## src/rtl/step_seq_pkg.sv

```systemverilog
package step_seq_pkg;

   typedef enum logic [1:0] {
      MODE_RD   = 2'd0,
      MODE_WR   = 2'd1,
      MODE_RMW  = 2'd2,
      MODE_POLL = 2'd3
   } step_mode_e;

   typedef enum logic [2:0] {
      ST_IDLE,
      ST_FETCH,
      ST_ISSUE,
      ST_GAP,
      ST_INTERVAL,
      ST_SETTLE
   } seq_state_e;

   localparam logic [1:0] FAULT_NONE    = 2'd0;
   localparam logic [1:0] FAULT_BUS     = 2'd1;
   localparam logic [1:0] FAULT_TIMEOUT = 2'd2;

   // microseconds to clock cycles, staying inside 32 bits for MHz-range clocks
   function automatic int unsigned us_to_cycles(input int unsigned clk_hz,
                                                input int unsigned us);
      return ((clk_hz / 1000) * us) / 1000;
   endfunction

endpackage

```

## src/rtl/seq_countdown.sv

```systemverilog
module seq_countdown #(
   parameter int unsigned CW = 8
) (
   input  logic          clk,
   input  logic          rst_n,
   input  logic          load,
   input  logic [CW-1:0] load_val,
   output logic          expired
);
   logic [CW-1:0] cnt_q;

   always_ff @(posedge clk or negedge rst_n) begin
      if (!rst_n)
         cnt_q <= '0;
      else if (load)
         cnt_q <= load_val;
      else if (cnt_q != '0)
         cnt_q <= cnt_q - 1'b1;
   end

   assign expired = (cnt_q == '0);
endmodule

```

## src/rtl/seq_step_alu.sv

```systemverilog
module seq_step_alu #(
   parameter int unsigned DATA_W = 16
) (
   input  logic [DATA_W-1:0] rd_val,
   input  logic [DATA_W-1:0] step_val,
   input  logic [DATA_W-1:0] step_mask,
   output logic [DATA_W-1:0] merged,
   output logic              poll_hit
);
   // keep the bits outside the mask, OR in the new value
   assign merged   = step_val | (rd_val & ~step_mask);
   assign poll_hit = ((rd_val & step_mask) == step_val);
endmodule

```

## src/rtl/step_sequencer.sv

```systemverilog
module step_sequencer
   import step_seq_pkg::*;
#(
   parameter int unsigned BANK_W     = 3,
   parameter int unsigned OFS_W      = 8,
   parameter int unsigned DATA_W     = 16,
   parameter int unsigned ROM_AW     = 6,
   parameter int unsigned ROM_LAT    = 0,
   parameter int unsigned CLK_HZ     = 25_000_000,
   parameter int unsigned POLL_US    = 150,
   parameter int unsigned TIMEOUT_US = 30_000,
   parameter int unsigned SETTLE_US  = 50_000,
   localparam int unsigned STEP_W    = 2 * DATA_W + OFS_W + BANK_W + 5
) (
   input  logic              clk,
   input  logic              rst_n,
   input  logic              start,
   input  logic              role_slave,
   output logic              busy,
   output logic              done,
   output logic              error,
   output logic [1:0]        err_code,
   output logic [ROM_AW-1:0] rom_addr,
   input  logic [STEP_W-1:0] rom_data,
   output logic              bus_req,
   output logic              bus_we,
   output logic [BANK_W-1:0] bus_bank,
   output logic [OFS_W-1:0]  bus_offset,
   output logic [DATA_W-1:0] bus_wdata,
   input  logic [DATA_W-1:0] bus_rdata,
   input  logic              bus_ack,
   input  logic              bus_err
);
   // step word layout
   localparam int unsigned MASK_LO    = 0;
   localparam int unsigned VAL_LO     = DATA_W;
   localparam int unsigned OFS_LO     = 2 * DATA_W;
   localparam int unsigned BANK_LO    = OFS_LO + OFS_W;
   localparam int unsigned SETTLE_BIT = BANK_LO + BANK_W;
   localparam int unsigned COND_BIT   = SETTLE_BIT + 1;
   localparam int unsigned LAST_BIT   = SETTLE_BIT + 2;
   localparam int unsigned MODE_LO    = SETTLE_BIT + 3;

   localparam int unsigned IVL_CYC = us_to_cycles(CLK_HZ, POLL_US);
   localparam int unsigned TMO_CYC = us_to_cycles(CLK_HZ, TIMEOUT_US);
   localparam int unsigned SET_CYC = us_to_cycles(CLK_HZ, SETTLE_US);
   localparam int unsigned IVL_W   = $clog2(IVL_CYC + 1);
   localparam int unsigned TMO_W   = $clog2(TMO_CYC + 1);
   localparam int unsigned SET_W   = $clog2(SET_CYC + 1);

   // elaboration checks
   if (BANK_W < 1 || OFS_W < 1 || DATA_W < 1 || ROM_AW < 1) begin : g_bad_width
      $error("step_sequencer: widths must be at least 1");
   end
   if (ROM_LAT > 1) begin : g_bad_lat
      $error("step_sequencer: ROM_LAT must be 0 or 1");
   end
   if (IVL_CYC < 1 || TMO_CYC <= IVL_CYC || SET_CYC < 1) begin : g_bad_time
      $error("step_sequencer: timing parameters give too few cycles");
   end

   seq_state_e        state_q;
   logic [ROM_AW-1:0] pc_q;
   step_mode_e        cur_mode_q;
   logic              cur_last_q;
   logic              cur_settle_q;
   logic [BANK_W-1:0] cur_bank_q;
   logic [OFS_W-1:0]  cur_ofs_q;
   logic [DATA_W-1:0] cur_val_q;
   logic [DATA_W-1:0] cur_mask_q;
   logic              we_q;
   logic [DATA_W-1:0] wdata_q;
   logic              done_q;
   logic              error_q;
   logic [1:0]        code_q;

   // step memory access variants
   logic in_fetch;
   logic rom_ok;
   assign in_fetch = (state_q == ST_FETCH);

   if (ROM_LAT == 0) begin : g_rom_comb
      assign rom_ok = in_fetch;
   end else begin : g_rom_reg
      logic primed_q;
      always_ff @(posedge clk or negedge rst_n) begin
         if (!rst_n)
            primed_q <= 1'b0;
         else
            primed_q <= in_fetch && !primed_q;
      end
      assign rom_ok = in_fetch && primed_q;
   end

   // fields of the step being fetched
   step_mode_e rom_mode;
   logic       rom_cond;
   logic       rom_last;
   assign rom_mode = step_mode_e'(rom_data[MODE_LO +: 2]);
   assign rom_cond = rom_data[COND_BIT];
   assign rom_last = rom_data[LAST_BIT];

   // data path
   logic [DATA_W-1:0] merged;
   logic              poll_hit;

   seq_step_alu #(.DATA_W(DATA_W)) u_alu (
      .rd_val    (bus_rdata),
      .step_val  (cur_val_q),
      .step_mask (cur_mask_q),
      .merged    (merged),
      .poll_hit  (poll_hit)
   );

   // step control decode
   logic skip, launch, acc_done, step_ok, rmw_turn, poll_miss;
   logic ivl_load, tmo_load, set_load, step_end, end_last;
   logic ivl_exp, tmo_exp, set_exp;

   always_comb begin
      skip      = rom_ok && rom_cond && !role_slave;
      launch    = rom_ok && !(rom_cond && !role_slave);
      acc_done  = (state_q == ST_ISSUE) && bus_ack && !bus_err;
      step_ok   = acc_done && ((cur_mode_q == MODE_WR) || (cur_mode_q == MODE_RD) ||
                               ((cur_mode_q == MODE_RMW) && we_q) ||
                               ((cur_mode_q == MODE_POLL) && poll_hit));
      rmw_turn  = acc_done && (cur_mode_q == MODE_RMW) && !we_q;
      poll_miss = acc_done && (cur_mode_q == MODE_POLL) && !poll_hit;
      ivl_load  = poll_miss && !tmo_exp;
      tmo_load  = launch && (rom_mode == MODE_POLL);
      set_load  = step_ok && cur_settle_q;
      step_end  = skip || (step_ok && !cur_settle_q) ||
                  ((state_q == ST_SETTLE) && set_exp);
      end_last  = skip ? rom_last : cur_last_q;
   end

   seq_countdown #(.CW(IVL_W)) u_ivl (
      .clk(clk), .rst_n(rst_n), .load(ivl_load),
      .load_val(IVL_W'(IVL_CYC)), .expired(ivl_exp)
   );

   seq_countdown #(.CW(TMO_W)) u_tmo (
      .clk(clk), .rst_n(rst_n), .load(tmo_load),
      .load_val(TMO_W'(TMO_CYC)), .expired(tmo_exp)
   );

   seq_countdown #(.CW(SET_W)) u_set (
      .clk(clk), .rst_n(rst_n), .load(set_load),
      .load_val(SET_W'(SET_CYC)), .expired(set_exp)
   );

   // step state machine
   always_ff @(posedge clk or negedge rst_n) begin
      if (!rst_n) begin
         state_q      <= ST_IDLE;
         pc_q         <= '0;
         cur_mode_q   <= MODE_RD;
         cur_last_q   <= 1'b0;
         cur_settle_q <= 1'b0;
         cur_bank_q   <= '0;
         cur_ofs_q    <= '0;
         cur_val_q    <= '0;
         cur_mask_q   <= '0;
         we_q         <= 1'b0;
         wdata_q      <= '0;
         done_q       <= 1'b0;
         error_q      <= 1'b0;
         code_q       <= FAULT_NONE;
      end else begin
         case (state_q)
            ST_IDLE: begin
               if (start) begin
                  pc_q    <= '0;
                  done_q  <= 1'b0;
                  error_q <= 1'b0;
                  code_q  <= FAULT_NONE;
                  state_q <= ST_FETCH;
               end
            end
            ST_FETCH: begin
               if (launch) begin
                  cur_mode_q   <= rom_mode;
                  cur_last_q   <= rom_last;
                  cur_settle_q <= rom_data[SETTLE_BIT];
                  cur_bank_q   <= rom_data[BANK_LO +: BANK_W];
                  cur_ofs_q    <= rom_data[OFS_LO +: OFS_W];
                  cur_val_q    <= rom_data[VAL_LO +: DATA_W];
                  cur_mask_q   <= rom_data[MASK_LO +: DATA_W];
                  wdata_q      <= rom_data[VAL_LO +: DATA_W];
                  we_q         <= (rom_mode == MODE_WR);
                  state_q      <= ST_ISSUE;
               end
            end
            ST_ISSUE: begin
               if (bus_ack && bus_err) begin
                  error_q <= 1'b1;
                  code_q  <= FAULT_BUS;
                  state_q <= ST_IDLE;
               end else if (rmw_turn) begin
                  wdata_q <= merged;
                  we_q    <= 1'b1;
                  state_q <= ST_GAP;
               end else if (poll_miss) begin
                  if (tmo_exp) begin
                     error_q <= 1'b1;
                     code_q  <= FAULT_TIMEOUT;
                     state_q <= ST_IDLE;
                  end else begin
                     state_q <= ST_INTERVAL;
                  end
               end else if (set_load) begin
                  state_q <= ST_SETTLE;
               end
            end
            ST_GAP: state_q <= ST_ISSUE;
            ST_INTERVAL: begin
               if (tmo_exp) begin
                  error_q <= 1'b1;
                  code_q  <= FAULT_TIMEOUT;
                  state_q <= ST_IDLE;
               end else if (ivl_exp) begin
                  state_q <= ST_ISSUE;
               end
            end
            default: ;
         endcase

         if (step_end) begin
            if (end_last) begin
               done_q  <= 1'b1;
               state_q <= ST_IDLE;
            end else begin
               pc_q    <= pc_q + 1'b1;
               state_q <= ST_FETCH;
            end
         end
      end
   end

   assign busy       = (state_q != ST_IDLE);
   assign done       = done_q;
   assign error      = error_q;
   assign err_code   = code_q;
   assign rom_addr   = pc_q;
   assign bus_req    = (state_q == ST_ISSUE);
   assign bus_we     = we_q;
   assign bus_bank   = cur_bank_q;
   assign bus_offset = cur_ofs_q;
   assign bus_wdata  = wdata_q;
endmodule

```

## config.mk

```make
export PLATFORM = sky130hd
export DESIGN_NAME = step_sequencer
export DESIGN_NICKNAME = d
export VERILOG_FILES = /design/src/rtl/step_seq_pkg.sv /design/src/rtl/seq_countdown.sv /design/src/rtl/seq_step_alu.sv /design/src/rtl/step_sequencer.sv
export SDC_FILE = /design/constraint.sdc
export NUM_CORES = 1
export LEC_CHECK = 0
export BUFFER_PORTS_ARGS = -buffer_cell sky130_fd_sc_hd__buf_2
export CORE_ASPECT_RATIO = 2
export CORE_MARGIN = 5
export CORE_UTILIZATION = 50
export CTS_CLUSTER_SIZE = 10
export DETAILED_ROUTE_END_ITERATION = 16
export GPL_ROUTABILITY_DRIVEN = 0
export GPL_TIMING_DRIVEN = 0
export PLACE_DENSITY = 0.72
export SLEW_MARGIN = 20
export SYNTH_ARGS = -nofsm -noshare
export SYNTH_HDL_FRONTEND = slang
export SYNTH_SLANG_ARGS = --single-unit
```

## constraint.sdc

```tcl
create_clock -name clk -period 4.2 [get_ports clk]
set_input_delay 0.21 -clock clk [delete_from_list [all_inputs] [get_ports clk]]
set_output_delay 0.21 -clock clk [all_outputs]
set_load 0.02 [all_outputs]
```

Word-level counts from Yosys, hierarchy flattened
Index checks and enable logic that the tools add are counted.
{"block": "word_totals", "input_bits": 70, "elab_cells": 143, "rom_bits": 0, "ram_bits": 0, "latch_bits": 0, "register_bits": 130, "output_inout_bits": 40, "mem_count": 0}
{"block": "op_classes", "mux": 47, "n_lt_le_gt_ge": 0, "shift": 0, "bitwise_logic": 4, "n_mul": 0, "addsub": 4, "div_mod_pow": 0, "n_eq_ne": 21, "n_reduce_logical": 50}
{"op": "$mux W16", "n": 3}
{"op": "$mux W21", "n": 2}
{"op": "$mux W20", "n": 2}
{"op": "$and A16 B16 Y16", "n": 2}
{"op": "$pmux W16 S2", "n": 1}
{"op": "$mux W3", "n": 10}
{"op": "$mux W12", "n": 2}
{"op": "$mux W6", "n": 4}
{"op": "$logic_not A21 Y1", "n": 1}
{"op": "$reduce_bool A21 Y1", "n": 1}
{"op": "$sub A21 B1 Y21 const B", "n": 1}
{"op": "$logic_not A20 Y1", "n": 1}
{"op": "$reduce_bool A20 Y1", "n": 1}
{"op": "$sub A20 B1 Y20 const B", "n": 1}
{"op": "$logic_and A1 B1 Y1", "n": 19}
{"op": "$eq A16 B16 Y1", "n": 1}
{"op": "$not A16 Y16", "n": 1}
{"op": "$or A16 B16 Y16", "n": 1}
{"op": "$pmux W3 S5", "n": 1}
{"op": "$mux W1", "n": 14}
{"op": "$logic_not A12 Y1", "n": 1}
{"op": "$reduce_bool A12 Y1", "n": 1}
{"op": "$sub A12 B1 Y12 const B", "n": 1}
{"op": "$mux W2", "n": 5}
{"op": "26 further kinds", "n": 49}

Logic depth before layout (Yosys ltp)
Gate-level depths: netlist of run 1.
{"block": "depth", "ltp_word": 12, "mapped_depth": 10, "mapped_depth_nobuf": 9}

Hierarchy
Synthesis of run 1 repeated with hierarchy kept, for this count alone.
{"block": "hier_totals", "cells_unflattened": 669, "hier_area_um2": 7050.5}
{"module": "step_sequencer", "n_inst": 1, "area_per_inst_um2": 3402.0, "cells_each": 276}
{"module": "seq_countdown at u_set", "n_inst": 1, "area_per_inst_um2": 1297.5, "cells_each": 129}
{"module": "seq_countdown at u_tmo", "n_inst": 1, "area_per_inst_um2": 1202.4, "cells_each": 123}
{"module": "seq_countdown at u_ivl", "n_inst": 1, "area_per_inst_um2": 730.7, "cells_each": 72}
{"module": "seq_step_alu", "n_inst": 1, "area_per_inst_um2": 417.9, "cells_each": 69}

Least setup slack after synthesis of run 1
Ideal clock, no wire load.
{"block": "synth_path", "path_type": "register to register", "from": "register u_tmo.cnt_q[12]", "to": "register u_tmo.cnt_q[16]", "n_path_buf": 1, "period_less_slack_ns": 2.626, "required_ns": 4.068, "t_arrival_ns": 2.494, "setup_ns": 0.132, "slack_ns": 1.574, "stages_incl_launch_ff": 9, "cell_sequence": "dfrtp_1 or4_4 or4_4 or3_1 buf_2 o2111a_1 nor2b_1 xnor2_1 nand2_1"}
{"block": "synth_via", "elab_chain_len": 3, "elab_cells_between_ends": 5, "classes_between": "add/sub: 1; mux: 2; reduce/logical: 2"}
{"item": "start, declared", "line": "seq_countdown.sv:10", "text": "logic [CW-1:0] cnt_q;"}
{"item": "start signal, assigned", "line": "seq_countdown.sv:16", "text": "cnt_q <= load_val;"}
{"item": "start signal, assigned", "line": "seq_countdown.sv:18", "text": "cnt_q <= cnt_q - 1'b1;"}
{"item": "$sub A20 B1 Y20", "line": "seq_countdown.sv:18"}
{"item": "$mux W20", "line": "seq_countdown.sv:17", "text": "else if (cnt_q != '0)"}
{"item": "$mux W20", "line": "seq_countdown.sv:15", "text": "else if (load)"}
Parallel ways exist; a longest one is shown, timed or not. The select of a mux whose other input is x is not followed.
A chain may end at the register's enable or synchronous reset.

Worst setup path in the final report of run 1
{"block": "layout_path", "from": "register u_set.cnt_q[0]", "to": "register pc_q[3] (netlist: rom_addr[3])"}
{"block": "layout_via", "elab_chain_len": 4}
{"item": "start, declared", "line": "seq_countdown.sv:10"}
{"item": "start signal, assigned", "line": "seq_countdown.sv:16"}
{"item": "start signal, assigned", "line": "seq_countdown.sv:18"}
{"item": "$logic_not A21 Y1", "line": "seq_countdown.sv:21", "text": "assign expired = (cnt_q == '0);"}
{"item": "$logic_and A1 B1 Y1", "line": "step_sequencer.sv:133", "text": "((state_q == ST_SETTLE) && set_exp);"}
{"item": "$logic_or A1 B1 Y1", "line": "step_sequencer.sv:132", "text": "step_end = skip || (step_ok && !cur_settle_q) ||"}
{"item": "$mux W6", "line": "step_sequencer.sv:228", "text": "if (step_end) begin"}
{"item": "end signal, assigned", "line": "step_sequencer.sv:233", "text": "pc_q <= pc_q + 1'b1;"}
{"item": "end, declared", "line": "step_sequencer.sv:63", "text": "logic [ROM_AW-1:0] pc_q;"}
Every way passes these cells.

==> flow_metrics.tcl, run 1 <==
set metrics [dict create \
    grt_pass1_vias 6153 \
    clock_sinks 130 \
    cts.reportedPaths.clkPinSlew_ns 0.07 \
    holdPathEnd "cur_mask_q[13]" \
    peakVddDrop_mv 0.451 \
    post_cts_buffers 0 \
    synth-main-ff-cell "dfrtp_1" \
    reg2regPathDepth 10 \
    postSynthRegisterBits 130 \
    drv_slew 0 \
    n_antenna_cell 0 \
    fin_crit_ns 3.31 \
    grt_usage_pct 24.3 \
    synth_edf_count 0 \
    status "complete, no violations" \
    drive_gt1_share_pct 17.4 \
    drtAntennaViolNets 0 \
    vias_per_cell 5.68 \
    grt_overflow 0 \
    start_util_pct 50.6 \
    avgSynthCellArea_um2 8.83 \
    slew_headroom_pct 33.8 \
    syn_inst 716 \
    core_um2 12500 \
    insertion_delay_ns 0.42 \
    cp-end-kind "flop" \
    via_count 5876 \
    drt_first_pass_iters 5 \
    hold_class "input port to flop" \
    critPathLaunchType "flop" \
    tns_ns 0 \
    arrival_ns 3.60 \
    antenna_found_initial 0 \
    cts.path.max_buffers 2 \
    h-tree-depth 4 \
    numCtsBuffers 17 \
    critPathMaxFanout 10 \
    ys_seq_area_share_pct 51.5 \
    nets 946 \
    required_ns 4.49 \
    port_buffers 109 \
    hold_violations 0 \
    critPathKind "flop to flop" \
    design_area_um2 7960 \
    period_share_pct 78.8 \
    yosys.area.top_type "dfrtp_1" \
    worstHoldPathCells 3 \
    p_leak_nw 3.66 \
    die_area_um2 15100 \
    worst_pin_slew_ns 0.993 \
    area_growth_pct 26.0 \
    grt_pass1_wl_um 28700 \
    wire_per_inst_um 17.0 \
    skew_ns 0.0109 \
    tritoncts "built" \
    syn_area_um2 6320 \
    place_area_um2 7090 \
    clock-root-buffer "clkbuf_16" \
    min_from "rom_data[13]" \
    synth_async_sr_flop_share_pct 100 \
    rsz0062_at_grt "no" \
    yosysTopAreaCellShare_pct 51.5 \
    rr_startpoint "u_set.cnt_q[0]" \
    power_density_nw_per_um2 736 \
    ios 110 \
    grt_max_degree 72 \
    yosys.cell_types.count 58 \
    rrSetupSlack_ns 0.89 \
    wl_um 17600 \
    synth_nets 791 \
    cts_resized 0 \
    synth_area_leaders "dfrtp_1 (51%), nand2_1 (10%), o21ai_0 (5.1%)" \
    drt_iter0_markers 329 \
    synth_warnings 0 \
    die_y_um 169 \
    hpwlAfterDp_um 12600 \
    fmaxAchievable_ghz 0.302 \
    cap_violations 0 \
    core.rowCount 58 \
    drc 0 \
    finalSetupViolCount 0 \
    fp.dieW_um 89.5 \
    r2r-end "rom_addr[3]" \
]
-- per-stage QoR --
stage               setup WS [ns]  util, %  total power, mW  hold slack, ns  cells
global route                0.729     63.8             6.24         0.00619   1034
CTS                         0.933     63.8             5.87        0.000524   1034
detailed placement          0.916     56.8             4.30           0.218    976
finish                      0.891     63.8             5.86         0.00866   1034
floorplan                    1.57        -             3.57         -0.0856    716
global placement             1.12     56.5             4.17           0.404    975
-- timing repair --
item / CTS / global route
hold buffers: 26 / 0
endpoints found under the hold margin: 84 / 0
setup endpoints to repair: 0 / 0
-- cell type report --
class / count / area [um^2]
clock buffers: 18 / 439
plain buffers: 26 / 98.8
multi-input cells: 529 / 2860
flip-flops and latches: 130 / 3250
fillers: 1048 / 4520
well taps: 150 / 188
clock inverters: 14 / 169
inverters: 31 / 116
repair buffers: 136 / 840
-- synth_stat cells, types with 8 or more instances --
master,number
a21oi_1,38
and3_1,15
clkbuf_1,21
dfrtp_1,130
inv_1,30
nand2_1,175
nand3_1,19
nor2_1,43
nor3_1,20
nor4_1,11
o211ai_1,8
o21ai_0,64
or3_1,12
xnor2_1,24
xor2_1,10
-- sequential cells by signal, indices dropped and copies added (netlist names), 2 cells and up --
register     cells
cur_mode_q       2
bus_offset       8
state_q          3
bus_wdata       16
rom_addr         6
cur_mask_q      16
u_set.cnt_q     21
bus_bank         3
cur_val_q       16
u_ivl.cnt_q     12
u_tmo.cnt_q     20
err_code         2
-- logic make-up after synthesis --
| family | count (synthesis) | synth area share [%] |
|---|---|---|
| simple gates | 333 | 24.5 |
| compound gates | 155 | 14.6 |
| flops | 130 | 51.5 |
| buf+inv | 57 | 3.40 |
| xor+xnor | 34 | 4.71 |
| fa+ha+maj | 5 | 0.990 |
| mux | 2 | 0.317 |
-- worst max path at each step --
stage	startpoint	end	slack, ns	depth (start not counted)
after floorplan	u_tmo.cnt_q[12]	u_tmo.cnt_q[16]	1.57	8
after global placement	u_set.cnt_q[0]	rom_addr[4]	1.12	10
after detailed placement	u_set.cnt_q[0]	rom_addr[4]	0.92	10
after CTS	u_set.cnt_q[0]	rom_addr[4]	0.93	10
after global routing	u_set.cnt_q[0]	rom_addr[4]	0.73	10
final	u_set.cnt_q[0]	rom_addr[3]	0.89	10
-- power breakdown --
group	switching, mW	internal (mW)
Combinational	1.29	0.786
Sequential	0.468	1.79
Clock	0.617	0.911
Total	2.37	3.49
-- critical path, cell delays in order, from the launching register on --
cell      delay [ns]
dfrtp_1         0.40
inv_1           0.11
ha_1            0.21
nor4b_1         0.52
nand4b_1        0.41
nor4_1          0.64
a22o_1          0.25
a211oi_1        0.09
clkbuf_1        0.25
o21ai_0         0.21
a21boi_0        0.10
-- layout by cell type, fill, tap and decap left out, drive strengths merged, types with 3 or more instances in the layout --
cell / instances
a211oi: 6
a21boi: 6
a21oi: 38
and2: 3
and3: 15
and3b: 4
buf: 115
clkbuf: 39
clkinv: 5
dfrtp: 130
dlygate4sd3: 26
ha: 5
inv: 37
nand2: 175
nand2b: 5
nand3: 19
nor2: 43
nor2b: 4
nor3: 21
nor4: 11
o2111ai: 3
o211ai: 8
o21ai: 65
o22ai: 5
o31a: 3
o31ai: 4
or3: 12
or3b: 3
or4: 6
xnor2: 24
xor2: 10
-- metal layers --
layer / routed length [um] / GRT usage [%] / vias up
met2: 9500 / 42.4 / 235
li1: - / - / 2774
met5: 0 / 0 / -
met4: 806 / 13.4 / 0
met1: 6310 / 26.0 / 2806
met3: 989 / 5.80 / 61
Note: power is estimated with default switching activity, not from simulation.
==> inputs of run 2 (changes only) <==
--- a/config.mk
+++ b/config.mk
@@ -13,7 +13,7 @@
 export DETAILED_ROUTE_END_ITERATION = 16
 export GPL_ROUTABILITY_DRIVEN = 0
 export GPL_TIMING_DRIVEN = 0
-export PLACE_DENSITY = 0.72
+export PLACE_DENSITY = 0.75
 export SLEW_MARGIN = 20
 export SYNTH_ARGS = -nofsm -noshare
 export SYNTH_HDL_FRONTEND = slang
==> constraint.sdc (replaced) <==
create_clock -name clk -period 2.7 [get_ports clk]
set_input_delay 0.135 -clock clk [delete_from_list [all_inputs] [get_ports clk]]
set_output_delay 0.135 -clock clk [all_outputs]
set_load 0.02 [all_outputs]
==> flow_metrics.tcl, run 2 (synthesized netlist as in run 1, its figures left out) <==
set metrics [dict create \
    grt_pass1_vias 6394 \
    setup_ws_ns -0.0525 \
    grt_overflow 0 \
    place_area_um2 7100 \
    sequentialPowerShare_pct 38.2 \
    hold_class "input port to flop" \
    switchingPower_mw 3.68 \
    antenna_found_initial 1 \
    comb_power_share_pct 36.7 \
    cts.reportedPaths.clkPinSlew_ns 0.06 \
    hpwlAfterDp_um 12300 \
    worst_pin_slew_ns 0.661 \
    rrSetupSlack_ns -0.05 \
    critical_path.most_common_cell "or4_4" \
    fmaxAchievable_ghz 0.363 \
    fin_crit_ns 2.75 \
    ios 110 \
    drive_gt1_share_pct 20.3 \
    start_util_pct 50.6 \
    finalSetupViolCount 2 \
    wl_um 17900 \
    drc 0 \
    peakVddDrop_mv 0.972 \
    core.rowCount 58 \
    highest_layer "met4" \
    path_cells "or4_4 > or4_4 > or3_4 > buf_6 > o2111a_2 > nand2_1 > xor2_1 > nor2_1" \
    dr_wl_met3_um 893 \
    critPathKind "flop to flop" \
    drt_first_pass_iters 5 \
    drtAntennaViolNets 0 \
    drt_iter0_markers 308 \
    grt_usage_pct 25.4 \
    cp-end-kind "flop" \
    p_clk_share_pct 25.2 \
    wire_per_inst_um 16.8 \
    slew_headroom_pct 55.7 \
    internal_power_mw 5.57 \
    p_leak_nw 3.86 \
    grt_max_degree 98 \
    reg_top3 "u_set.cnt_q: 21 flops, u_tmo.cnt_q: 20 flops" \
    largest_register_ffs 21 \
    arrival_ns 3.04 \
    critPathMaxFanout 7 \
    fin_util_pct 67.5 \
    clock-root-buffer "clkbuf_16" \
    critPathMaxStageDelay_ns 0.56 \
    cts.path.max_buffers 2 \
    area_growth_pct 33.2 \
    vias_per_cell 5.67 \
    swShare_pct 39.8 \
    rsz0062_at_grt "yes" \
    core_um2 12500 \
    hold_violations 0 \
    wl_met1_um 6370 \
    power_density_nw_per_um2 1100 \
    final_cell_mix "nand2_1 (175), dfrtp_1 (130), buf_2 (108)" \
    nets 975 \
    via_count 6018 \
    design_area_um2 8420 \
    insertion_delay_ns 0.42 \
    violations "negative setup slack" \
    critPathLaunchType "flop" \
    layout_commonest_cell "nand2_1" \
    cap_violations 0 \
    tritoncts "built" \
    clock_sinks 130 \
    die_area_um2 15100 \
    wl_met2_um 9940 \
    skew_ns 0.00928 \
    h-tree-depth 4 \
    port_buffers 109 \
    drv_slew 0 \
    grt_pass1_wl_um 29800 \
    critical_path.slowest_cell "or4_4" \
    required_ns 2.98 \
    top_register "u_set.cnt_q" \
    period_share_pct 102 \
    die_y_um 169 \
    status "complete, but fails checks" \
    fp.dieW_um 89.5 \
    numCtsBuffers 17 \
    fill_cells 937 \
]
[run 2: changes by cell type in the layout (fill, tap and decap cells not counted), sizes merged]
cell and change:
clkinvlp +3, clkinv -1, bufinv +1, diode +1
clkbuf +1, dlygate4sd3 +21, buf +9, inv -7
[run 2: metal layers]
metal / global-route usage [%] / vias up
li1: - / 2842
met1: 27.3 / 2923
met2: 44.6 / 207
met3: 5.31 / 46
met4: 13.8 / 0
met5: 0 / -
[run 2: power groups by stage]
stage          clock network [mW]  registers, mW  logic [mW]
3_5_place_dp                    0           3.50        3.16
2_1_floorplan                   0           3.62        1.93
5_1_grt                      2.43           3.65        3.80
4_1_cts                      2.35           3.48        3.31
6_report                     2.33           3.53        3.39
3_3_place_gp                    0           3.47        3.07
[run 2: what timing repair did]
item,4_1_cts,5_1_grt
hold buffers,47,0
pin swaps,0,6
hold endpoints to repair,98,0
endpoints found under the setup margin,51,48
gates resized for setup,14,27
buffers inserted,5,4
cloned,0,0
[run 2: critical path, delay by kind of cell, from the launching register on]
family,cells,cell delay (ns)
buffers and inverters,1,0.14
AOI/OAI and AO/OA,1,0.29
and+or+nand+nor,5,1.61
DFF,1,0.39
xor gates and xnor gates,1,0.19
[run 2: layout make-up]
class                   instances  area [um^2]  area share [%]
clock inverters                10          135            1.60
clock buffers                  20          457            5.42
well taps                     150          188            2.23
flip-flops and latches        130         3250            38.6
plain buffers                  25          105            1.25
inverters                      31          116            1.38
multi-input cells             529         3040            36.1
repair buffers                166         1120            13.4
diodes                          1         2.50          0.0297
[run 2: final timing paths]
kind | start | end | depth (start not counted)
setup / recovery | u_tmo.cnt_q[13] | u_tmo.cnt_q[18] | 8
hold / removal | rom_data[47] | cur_mode_q[1] | 3
setup reg to reg | u_tmo.cnt_q[13] | u_tmo.cnt_q[18] | 8
hold reg to reg | rom_addr[5] | rom_addr[5] | 1
max in group asynchronous | rst_n | u_set.cnt_q[20] | 3
min in group asynchronous | rst_n | bus_offset[1] | 2
[run 2: through the flow]
| step | std cells | setup slack [ns] | total power [mW] | TNS (ns) | hold slack, ns |
|---|---|---|---|---|---|
| 2_1_floorplan | 716 | 0.0738 | 5.56 | 0 | -0.161 |
| 3_3_place_gp | 975 | -0.447 | 6.54 | -44.96 | 0.324 |
| 3_5_place_dp | 976 | -0.499 | 6.66 | -12.33 | 0.0167 |
| 4_1_cts | 1058 | -0.0128 | 9.14 | -0.0217 | 0.0125 |
| 5_1_grt | 1062 | -0.117 | 9.88 | -0.651 | 0.0273 |
| 6_report | 1062 | -0.0525 | 9.25 | -0.0971 | 0.0214 |
